===== src/rtl/rpt_pkg.sv =====
package rpt_pkg;
  parameter int AW  = 12;
  parameter int OPW = 6;
  localparam int NF      = 3;
  localparam int IW      = 1 + OPW + NF * AW;
  localparam int DST_LSB = 0;
  localparam int OPD_LSB = AW;
  localparam int SRC_LSB = 2 * AW;
  localparam int OPC_LSB = NF * AW;
  localparam int BRK_BIT = IW - 1;

  typedef enum logic [1:0] {
    ST_IDLE = 2'd0,
    ST_CLR  = 2'd1,
    ST_ISS  = 2'd2,
    ST_FIN  = 2'd3
  } st_e;
endpackage


===== src/rtl/rpt_decode.sv =====
module rpt_decode
  import rpt_pkg::*;
(
  input  logic [IW-1:0] pfx_i,
  input  logic [IW-1:0] nxt_i,
  output logic [AW-1:0] cnt_o,
  output logic [NF-1:0] msk_o,
  output logic          clr_en_o,
  output logic [AW-1:0] clr_addr_o
);
  logic [OPW-1:0] p_op, n_op;
  logic           is_pfx, nxt_single, rep;
  logic           unused_pfx;

  assign p_op       = pfx_i[OPC_LSB +: OPW];
  assign n_op       = nxt_i[OPC_LSB +: OPW];
  assign is_pfx     = p_op[OPW-1 -: 3] == 3'b011;
  // nested prefix or built-in subroutine runs once
  assign nxt_single = (n_op[OPW-1 -: 3] == 3'b011) || (n_op[OPW-1 -: 2] == 2'b11);
  assign rep        = is_pfx && !nxt_single;

  assign cnt_o      = rep ? pfx_i[OPD_LSB +: AW] : '0;
  assign msk_o      = rep ? p_op[NF-1:0] : '0;
  assign clr_addr_o = pfx_i[DST_LSB +: AW];
  assign clr_en_o   = is_pfx && (clr_addr_o != '0);

  assign unused_pfx = ^{pfx_i[BRK_BIT], pfx_i[SRC_LSB +: AW], nxt_i[BRK_BIT], nxt_i[NF*AW-1:0],
                        n_op[OPW-3:0]};
endmodule


===== src/rtl/rpt_addr_step.sv =====
module rpt_addr_step
  import rpt_pkg::*;
(
  input  logic [IW-1:0] base_i,
  input  logic [AW-1:0] iter_i,
  input  logic [NF-1:0] msk_i,
  output logic [IW-1:0] eff_o
);
  // mask bit g steps field g: 0 dst, 1 opd, 2 src
  for (genvar g = 0; g < NF; g++) begin : g_fld
    assign eff_o[g*AW +: AW] = base_i[g*AW +: AW] + (msk_i[g] ? iter_i : '0);
  end
  assign eff_o[IW-1:NF*AW] = base_i[IW-1:NF*AW];
endmodule


===== src/rtl/rpt_fsm.sv =====
module rpt_fsm
  import rpt_pkg::*;
(
  input  logic          clk_i,
  input  logic          rst_ni,
  input  logic          start_i,
  input  logic          clr_en_i,
  input  logic [AW-1:0] cnt_i,
  input  logic          clr_ack_i,
  input  logic          exec_done_i,
  output st_e           st_o,
  output logic [AW-1:0] iter_o,
  output logic          cap_o
);
  st_e           st_q;
  logic [AW-1:0] iter_q;

  assign cap_o  = (st_q == ST_IDLE) && start_i;
  assign st_o   = st_q;
  assign iter_o = iter_q;

  always_ff @(posedge clk_i or negedge rst_ni) begin
    if (!rst_ni) begin
      st_q   <= ST_IDLE;
      iter_q <= '0;
    end else begin
      unique case (st_q)
        ST_IDLE: if (start_i) begin
          st_q   <= clr_en_i ? ST_CLR : ST_ISS;
          iter_q <= '0;
        end
        ST_CLR:  if (clr_ack_i) st_q <= ST_ISS;
        ST_ISS:  if (exec_done_i) begin
          if (iter_q == cnt_i) st_q <= ST_FIN;
          else iter_q <= AW'(iter_q + 1'b1);
        end
        ST_FIN:  st_q <= ST_IDLE;
        default: st_q <= ST_IDLE;
      endcase
    end
  end
endmodule


===== src/rtl/rpt_seq.sv =====
module rpt_seq
  import rpt_pkg::*;
(
  input  logic          clk_i,
  input  logic          rst_ni,
  input  logic          start_i,
  input  logic [42:0]   pfx_i,
  input  logic [42:0]   nxt_i,
  output logic          clr_req_o,
  output logic [11:0]   clr_addr_o,
  input  logic          clr_ack_i,
  output logic          iss_valid_o,
  output logic [42:0]   iss_instr_o,
  input  logic          exec_done_i,
  output logic          busy_o,
  output logic          done_o
);
  logic [AW-1:0] d_cnt, d_clr_addr, cnt_q, clr_addr_q, iter;
  logic [NF-1:0] d_msk, msk_q;
  logic          d_clr_en, cap;
  logic [IW-1:0] nxt_q;
  st_e           st;

  rpt_decode u_dec (
    .pfx_i      (pfx_i),
    .nxt_i      (nxt_i),
    .cnt_o      (d_cnt),
    .msk_o      (d_msk),
    .clr_en_o   (d_clr_en),
    .clr_addr_o (d_clr_addr)
  );

  rpt_fsm u_fsm (
    .clk_i       (clk_i),
    .rst_ni      (rst_ni),
    .start_i     (start_i),
    .clr_en_i    (d_clr_en),
    .cnt_i       (cnt_q),
    .clr_ack_i   (clr_ack_i),
    .exec_done_i (exec_done_i),
    .st_o        (st),
    .iter_o      (iter),
    .cap_o       (cap)
  );

  always_ff @(posedge clk_i or negedge rst_ni) begin
    if (!rst_ni) begin
      cnt_q      <= '0;
      msk_q      <= '0;
      clr_addr_q <= '0;
      nxt_q      <= '0;
    end else if (cap) begin
      cnt_q      <= d_cnt;
      msk_q      <= d_msk;
      clr_addr_q <= d_clr_addr;
      nxt_q      <= nxt_i;
    end
  end

  rpt_addr_step u_step (
    .base_i (nxt_q),
    .iter_i (iter),
    .msk_i  (msk_q),
    .eff_o  (iss_instr_o)
  );

  assign clr_req_o   = st == ST_CLR;
  assign clr_addr_o  = clr_addr_q;
  assign iss_valid_o = st == ST_ISS;
  assign busy_o      = (st == ST_CLR) || (st == ST_ISS);
  assign done_o      = st == ST_FIN;
endmodule


===== config.mk =====
export PLATFORM = sky130hd
export DESIGN_NAME = rpt_seq
export DESIGN_NICKNAME = d
export VERILOG_FILES = /design/src/rtl/rpt_pkg.sv /design/src/rtl/rpt_decode.sv /design/src/rtl/rpt_addr_step.sv /design/src/rtl/rpt_fsm.sv /design/src/rtl/rpt_seq.sv
export SDC_FILE = /design/constraint.sdc
export NUM_CORES = 1
export LEC_CHECK = 0
export ABC_CLOCK_PERIOD_IN_PS = 6600
export CORE_ASPECT_RATIO = 0.75
export CORE_MARGIN = 5
export CORE_UTILIZATION = 40
export CTS_BUF_LIST = sky130_fd_sc_hd__clkbuf_8
export DETAILED_ROUTE_END_ITERATION = 6
export DONT_BUFFER_PORTS = 1
export SYNTH_ARGS = -nofsm -noshare
export SYNTH_HDL_FRONTEND = slang
export SYNTH_SLANG_ARGS = --single-unit

===== constraint.sdc =====
create_clock -name clk_i -period 6.6 [get_ports clk_i]
set_clock_uncertainty 0.1 [all_clocks]
set_input_delay 0.99 -clock clk_i [delete_from_list [all_inputs] [get_ports clk_i]]
set_output_delay 0.99 -clock clk_i [all_outputs]
set_load 0.01 [all_outputs]

==> key figures, run 1 <==
Synthesis
  – XOR/XNOR share of the synthesized area: 0.0694
  – Count of cell types in the netlist: 51
  – Syn Nets: 636
  – Cell taking the most area after synthesis: dfrtp_1
  – Area contributors post-synth: dfrtp_1, mux2_2, ha_1
  – Commonest cells in the netlist: dfrtp_1, mux2_2, ha_1, and2_1
  – Cell count after synthesis: 504
  – Synth warn: 0
  – Netlist Area Pre-Place: 5300 um^2
  – Main combinational cell family by area after synthesis: multiplexers
  – Post-Synth Simple-Gate Area: 0.136
  – Avg Cell Area, Syn: 10.5 um^2
  – Asr flop ratio synth: 1.00
  – Top cell type's share of synthesized area: 0.397
  – EDFF count, synth: 0
  – Adder-cell share of the synthesized area: 0.101
  – Compound-Gate Fraction of Synth Area: 0.119
  – Main synth FF type: dfrtp_1
  – Synthesized flop and latch total: 84
  – Post-synthesis sequential area ratio: 0.397
  – Multiplexer share of the synthesized area: 0.138
  – Most common cell in the netlist: dfrtp_1

Route
  – Avg WL per Cell: 19.0 um
  – DR vias/cell: 5.52
  – DRC violations left: 0
  – Post-Route WL: 12.6 mm
  – DRT antenna net count: 0
  – Wire length on met2: 5.67 mm
  – Number of detailed-route iterations in the first pass: 5
  – Vias: 3663
  – Max layer used: met4
  – Post-Route M1 WL: 5.64 mm
  – Metal3 WL: 1.20 mm
  – Initial drt markers: 142

Critical path
  – R2r worst-path depth: 6
  – Critical path type: flip-flop to output port
  – Worst EP required: 5.51 ns
  – Reg-to-Reg Start: u_fsm.st_o[0]
  – Worst Path Max Fanout: 9
  – Worst reg2reg setup slack: 4.21 ns
  – Critical Path End Type: output port
  – Startpoint Class: flip-flop
  – WP data arrival: 3.17 ns
  – R2R Path End: u_fsm.iter_o[4]

Die
  – Die width: 143 um
  – I/O Pins: 150
  – CORE AREA: 13000 um^2
  – Die footprint: 15700 um^2
  – Chip height: 110 um
  – Placement Rows: 36
  – Initial core utilization: 0.409

Timing
  – Final min period: 4.26 ns
  – Final setup vio count: 0
  – Worst-margin pin slew: 0.936 ns
  – Total Neg Setup Slack: 0 ns
  – Fmax: 235 MHz
  – RSZ-0062 raised after global routing: no
  – Max-slew headroom: 0.376
  – Hold Violations, Final: 0
  – Final Max Slew Viols: 0
  – Period utilization: 0.645
  – Fin worst setup slack: 2.34 ns

Global route
  – Global-route wire length before repair: 19.9 mm
  – Initial antenna violation count: 0
  – Grt total ovfl: 0
  – Largest net degree at the start of global routing: 85
  – Vias in the first global route: 3855
  – Gr usage total: 0.164

Layout
  – Cell area after layout: 5610 um^2
  – Ant diodes: 0
  – Finished Layout Cells: 664
  – Final #Nets: 620
  – Share of cells above drive strength 1: 0.170
  – Fillcell total: 1251
  – Layout area overhead: 5.78%

Placement
  – Placed Cells: 648
  – IO buf count: 0
  – Pre-CTS setup slack: 2.73 ns
  – GPL Wtd Cong: 0.828
  – HPWL Detailed: 9.27 mm
  – Post-DP Area: 5380 um^2

Clock network
  – Clock Path Buffers: 2
  – Worst-skew pair later-pin latency: 0.37 ns
  – Clk slew on worst S/H paths: 0.10 ns
  – CTS tree: built
  – # hold bufs at CTS: 0
  – Clk sinks: 84
  – Post-CTS sizing: 0
  – Num CTS Buffers: 9
  – Root Buffer: clkbuf_8
  – H-tree lvl count: 3
  – Setup Buffers After CTS: 0

Power
  – Pwr dens: 430 nW/um^2
  – VDD IR-drop max: 211 uV
  – Total power: 2.41 mW
  – P_leak: 2.67 nW

Run status
  – Status: completed

Flow run
  – Max-cap violation count: 0

Min path
  – Path type of the worst min-delay path: primary input to async pin
## layout make-up
cell class                 instances  area [um^2]  share of cell area
timing repair buffer               2         15.0             0.00268
clock inverter                     6         93.8              0.0167
sequential                        84         2100               0.375
clock buffer                      10          138              0.0245
tap                              171          214              0.0382
multi-input combinational        378         3000               0.534
inverter                          13         48.8             0.00870
## state kept, by name, indices dropped and copies added, names as in the netlist
signal	cells
clr_addr_o	12
msk_q	3
u_fsm.st_o	2
cnt_q	12
u_fsm.iter_o	12
nxt_q	43
## cells in the final DEF (no fill, tap or decap), types with 3 or more instances in the layout
cell / Yosys / routed
dfrtp_1: 84 / 84
mux2_2: 55 / 55
ha_1: 38 / 38
and2_1: 34 / 34
nor2_1: 32 / 32
nand2_1: 32 / 31
xnor2_1: 23 / 23
xor2_1: 19 / 19
o21ai_0: 18 / 18
a22o_1: 16 / 16
a21oi_1: 15 / 15
inv_1: 13 / 13
mux2i_1: 11 / 11
clkbuf_8: 0 / 10
nor3_1: 9 / 9
and3_1: 8 / 8
nand3_1: 7 / 7
a21o_1: 6 / 6
nor4_1: 5 / 5
nand4_1: 5 / 5
o21a_1: 4 / 4
o21bai_1: 4 / 4
a31o_2: 3 / 3
a31oi_1: 3 / 3
nor4_2: 3 / 3
fa_1: 3 / 3
## worst max path at each step
stage	start	end	slack, ns	cells past startpoint
after detailed placement	u_fsm.iter_o[0]	iss_instr_o[10]	2.73	9
after global placement	u_fsm.iter_o[0]	iss_instr_o[10]	2.75	9
after global routing	u_fsm.iter_o[0]	iss_instr_o[10]	2.15	9
final	u_fsm.iter_o[0]	iss_instr_o[10]	2.34	9
after floorplan	msk_q[0]	iss_instr_o[10]	2.93	10
after CTS	u_fsm.iter_o[0]	iss_instr_o[10]	2.30	9
## routing by layer
metal,track usage,up-vias
met5,0,-
met1,0.210,1761
met3,0.0652,11
met4,0.0400,0
met2,0.262,133
li1,-,1758
## cell families (layout without fill, tap and decap cells)
group,Yosys count,in the layout
simple gates,140,140
compound gates,89,89
flops,84,84
mux,66,66
xor+xnor,42,42
buf+inv,42,31
fa+ha+maj,41,41
## power by group
group	total, mW	switching (mW)	leakage [nW]	internal [mW]
logic	1.02	0.549	1.50	0.468
registers	0.965	0.235	1.04	0.730
clock network	0.431	0.203	0.119	0.228
## worst max-delay path: stages (launching register included)
cell and delay (ns):
dfrtp_1 0.54, and2_1 0.23, ha_1 0.21, fa_1 0.41
a21o_1 0.19, a21oi_2 0.17, o21ai_1 0.10, or4_1 0.45
a2111o_1 0.40, o211ai_2 0.11
## per-stage QoR
step,hold slack [ns],utilization
after global routing,0.166,0.432
after CTS,0.177,0.432
after global placement,0.395,0.414
final,0.211,0.432
after detailed placement,0.404,0.414
after floorplan,0.381,-
Note: power is estimated with default switching activity, not from simulation.
==> run 2: changes to the inputs <==
ABC_AREA = 1   (was not set)
ABC_CLOCK_PERIOD_IN_PS = 3620   (was 6600)
clock period = 3.62 ns   (was 6.6 ns; I/O delays follow)
==> key figures, run 2 <==
Flow run
  – Max-cap violation count: 0

Timing
  – Fmax: 305 MHz
  – Total Neg Setup Slack: 0 ns
  – Fin worst setup slack: 0.336 ns
  – Final setup vio count: 0
  – RSZ-0062 raised after global routing: no
  – Worst-margin pin slew: 1.08 ns
  – Period utilization: 0.907
  – Max-slew headroom: 0.274
  – Hold Violations, Final: 0
  – Final min period: 3.28 ns
  – Final Max Slew Viols: 0
  – WHS: 0.178 ns

Global route
  – Vias in the first global route: 4452
  – Gr usage total: 0.175
  – Grt total ovfl: 0
  – Largest net degree at the start of global routing: 85
  – Global-route wire length before repair: 23.5 mm
  – Initial antenna violation count: 0

Route
  – Vias: 4712
  – Initial drt markers: 272
  – Post-Route WL: 14.6 mm
  – Avg WL per Cell: 15.2 um
  – DRT antenna net count: 0
  – DR vias/cell: 4.90
  – Number of detailed-route iterations in the first pass: 4
  – DRC violations left: 0

Placement
  – HPWL Detailed: 11.0 mm
  – Placed Cells: 943
  – Pre-CTS setup slack: 0.777 ns
  – IO buf count: 0
  – GPL Wtd Cong: 0.857

Synthesis
  – Area contributors post-synth: dfrtp_1, nand2_1, ha_1
  – Asr flop ratio synth: 1.00
  – Post-synthesis sequential area ratio: 0.370
  – Main synth FF type: dfrtp_1
  – Top cell type's share of synthesized area: 0.370
  – Netlist Area Pre-Place: 5680 um^2
  – Synth warn: 0
  – Avg Cell Area, Syn: 7.07 um^2
  – Syn Nets: 936
  – Cell taking the most area after synthesis: dfrtp_1
  – EDFF count, synth: 0
  – Most common cell in the netlist: nand2_1
  – Synthesized flop and latch total: 84
  – Cell count after synthesis: 804
  – Commonest cells in the netlist: nand2_1, inv_1, dfrtp_1, nor2_1, nand3_1
  – Count of cell types in the netlist: 28

Clock network
  – Clk slew on worst S/H paths: 0.10 ns
  – Post-CTS sizing: 0
  – # hold bufs at CTS: 2
  – H-tree lvl count: 3
  – Clk sinks: 84
  – Root Buffer: clkbuf_8
  – Worst-skew pair later-pin latency: 0.36 ns
  – Setup Buffers After CTS: 0
  – Clock Path Buffers: 2
  – Num CTS Buffers: 9
  – CTS tree: built

Layout
  – Layout Utilization: 0.430
  – Max reg flops: 43
  – Final #Nets: 913
  – Most frequent cells in the layout: nand2_1, inv_1, dfrtp_1
  – Commonest non-fill, non-tap cell in the layout: nand2_1
  – Largest Register: nxt_q
  – Multi-input logic area: 3010 um^2
  – Layout area overhead: 4.74%
  – Ant diodes: 0
  – Finished Layout Cells: 961
  – Fillcell total: 1430
  – FF/Latch Area: 2100 um^2
  – Share of cells above drive strength 1: 0.0458

Critical path
  – WP data arrival: 2.64 ns
  – Critical Path End Type: output port
  – Origin of the worst setup path: u_fsm.iter_o[0]
  – Reg-to-Reg Start: u_fsm.st_o[0]
  – R2r worst-path depth: 9
  – Startpoint Class: flip-flop
  – Worst EP required: 2.98 ns
  – Critical path type: flip-flop to output port
  – Worst Path Max Fanout: 9

Die
  – Chip height: 113 um
  – CORE AREA: 13800 um^2
  – I/O Pins: 150
  – Die footprint: 16700 um^2
  – Die width: 148 um
  – Placement Rows: 37
  – Initial core utilization: 0.410

Min path
  – Depth of the worst hold-timing path: 2
  – Hold_sp: nxt_i[0]
  – Path type of the worst min-delay path: primary input to flip-flop

Power
  – P_leak: 3.52 nW
  – VDD IR-drop max: 366 uV
  – Pwr dens: 657 nW/um^2

Run status
  – Status: completed
-- run 2: kinds of logic after synthesis --
family | synth area share
compound gates | 0.0808
xor+xnor | 0.0524
fa+ha+maj | 0.0943
buf+inv | 0.102
flops | 0.370
simple gates | 0.301
-- run 2: critical path, stage by stage (launching register included) --
cell and delay, ns:
dfrtp_1 0.58, nand2_1 0.15, inv_1 0.05, ha_1 0.20, fa_1 0.44, nand3_1 0.11
nand2_1 0.09, a21oi_1 0.25, o21ai_0 0.15, xor2_1 0.26
-- run 2: cell type report --
cell class                      instances  area share
Clock inverter                          6     0.00862
Tap cell                              175      0.0368
Sequential cell                        84       0.353
Multi-Input combinational cell        585       0.506
Inverter                               93      0.0587
Timing Repair Buffer                    8      0.0139
Clock buffer                           10      0.0231
-- run 2: path summary, 6_finish.rpt --
path	endpoint	slack, ns
worst min register to register	nxt_q[18]	0.40
worst max-delay path	iss_instr_o[32]	0.34
worst min-delay path	nxt_q[0]	0.18
max in group asynchronous	nxt_q[27]	2.45
worst max register to register	u_fsm.st_o[1]	1.47
min in group asynchronous	nxt_q[38]	0.61
-- run 2: layer usage --
metal / wire length [um] / GRT usage / vias up
met2: 5880 / 0.246 / 149
met1: 7240 / 0.253 / 2086
met4: 97 / 0.0410 / 0
met5: 0 / 0 / -
met3: 1400 / 0.0657 / 5
li1: - / - / 2472
-- run 2: power by group --
group / internal, mW / switching, mW / total, mW
Sequential: 1.27 / 0.330 / 1.60
Combinational: 0.541 / 1.10 / 1.64
Clock: 0.281 / 0.385 / 0.666
-- run 2: stage by stage --
stage	total power, mW	instance area [um^2]
floorplan	2.92	5680
global placement	3.24	5720
detailed placement	3.26	5720
CTS	3.97	5950
global route	4.27	5950
finish	3.91	5950
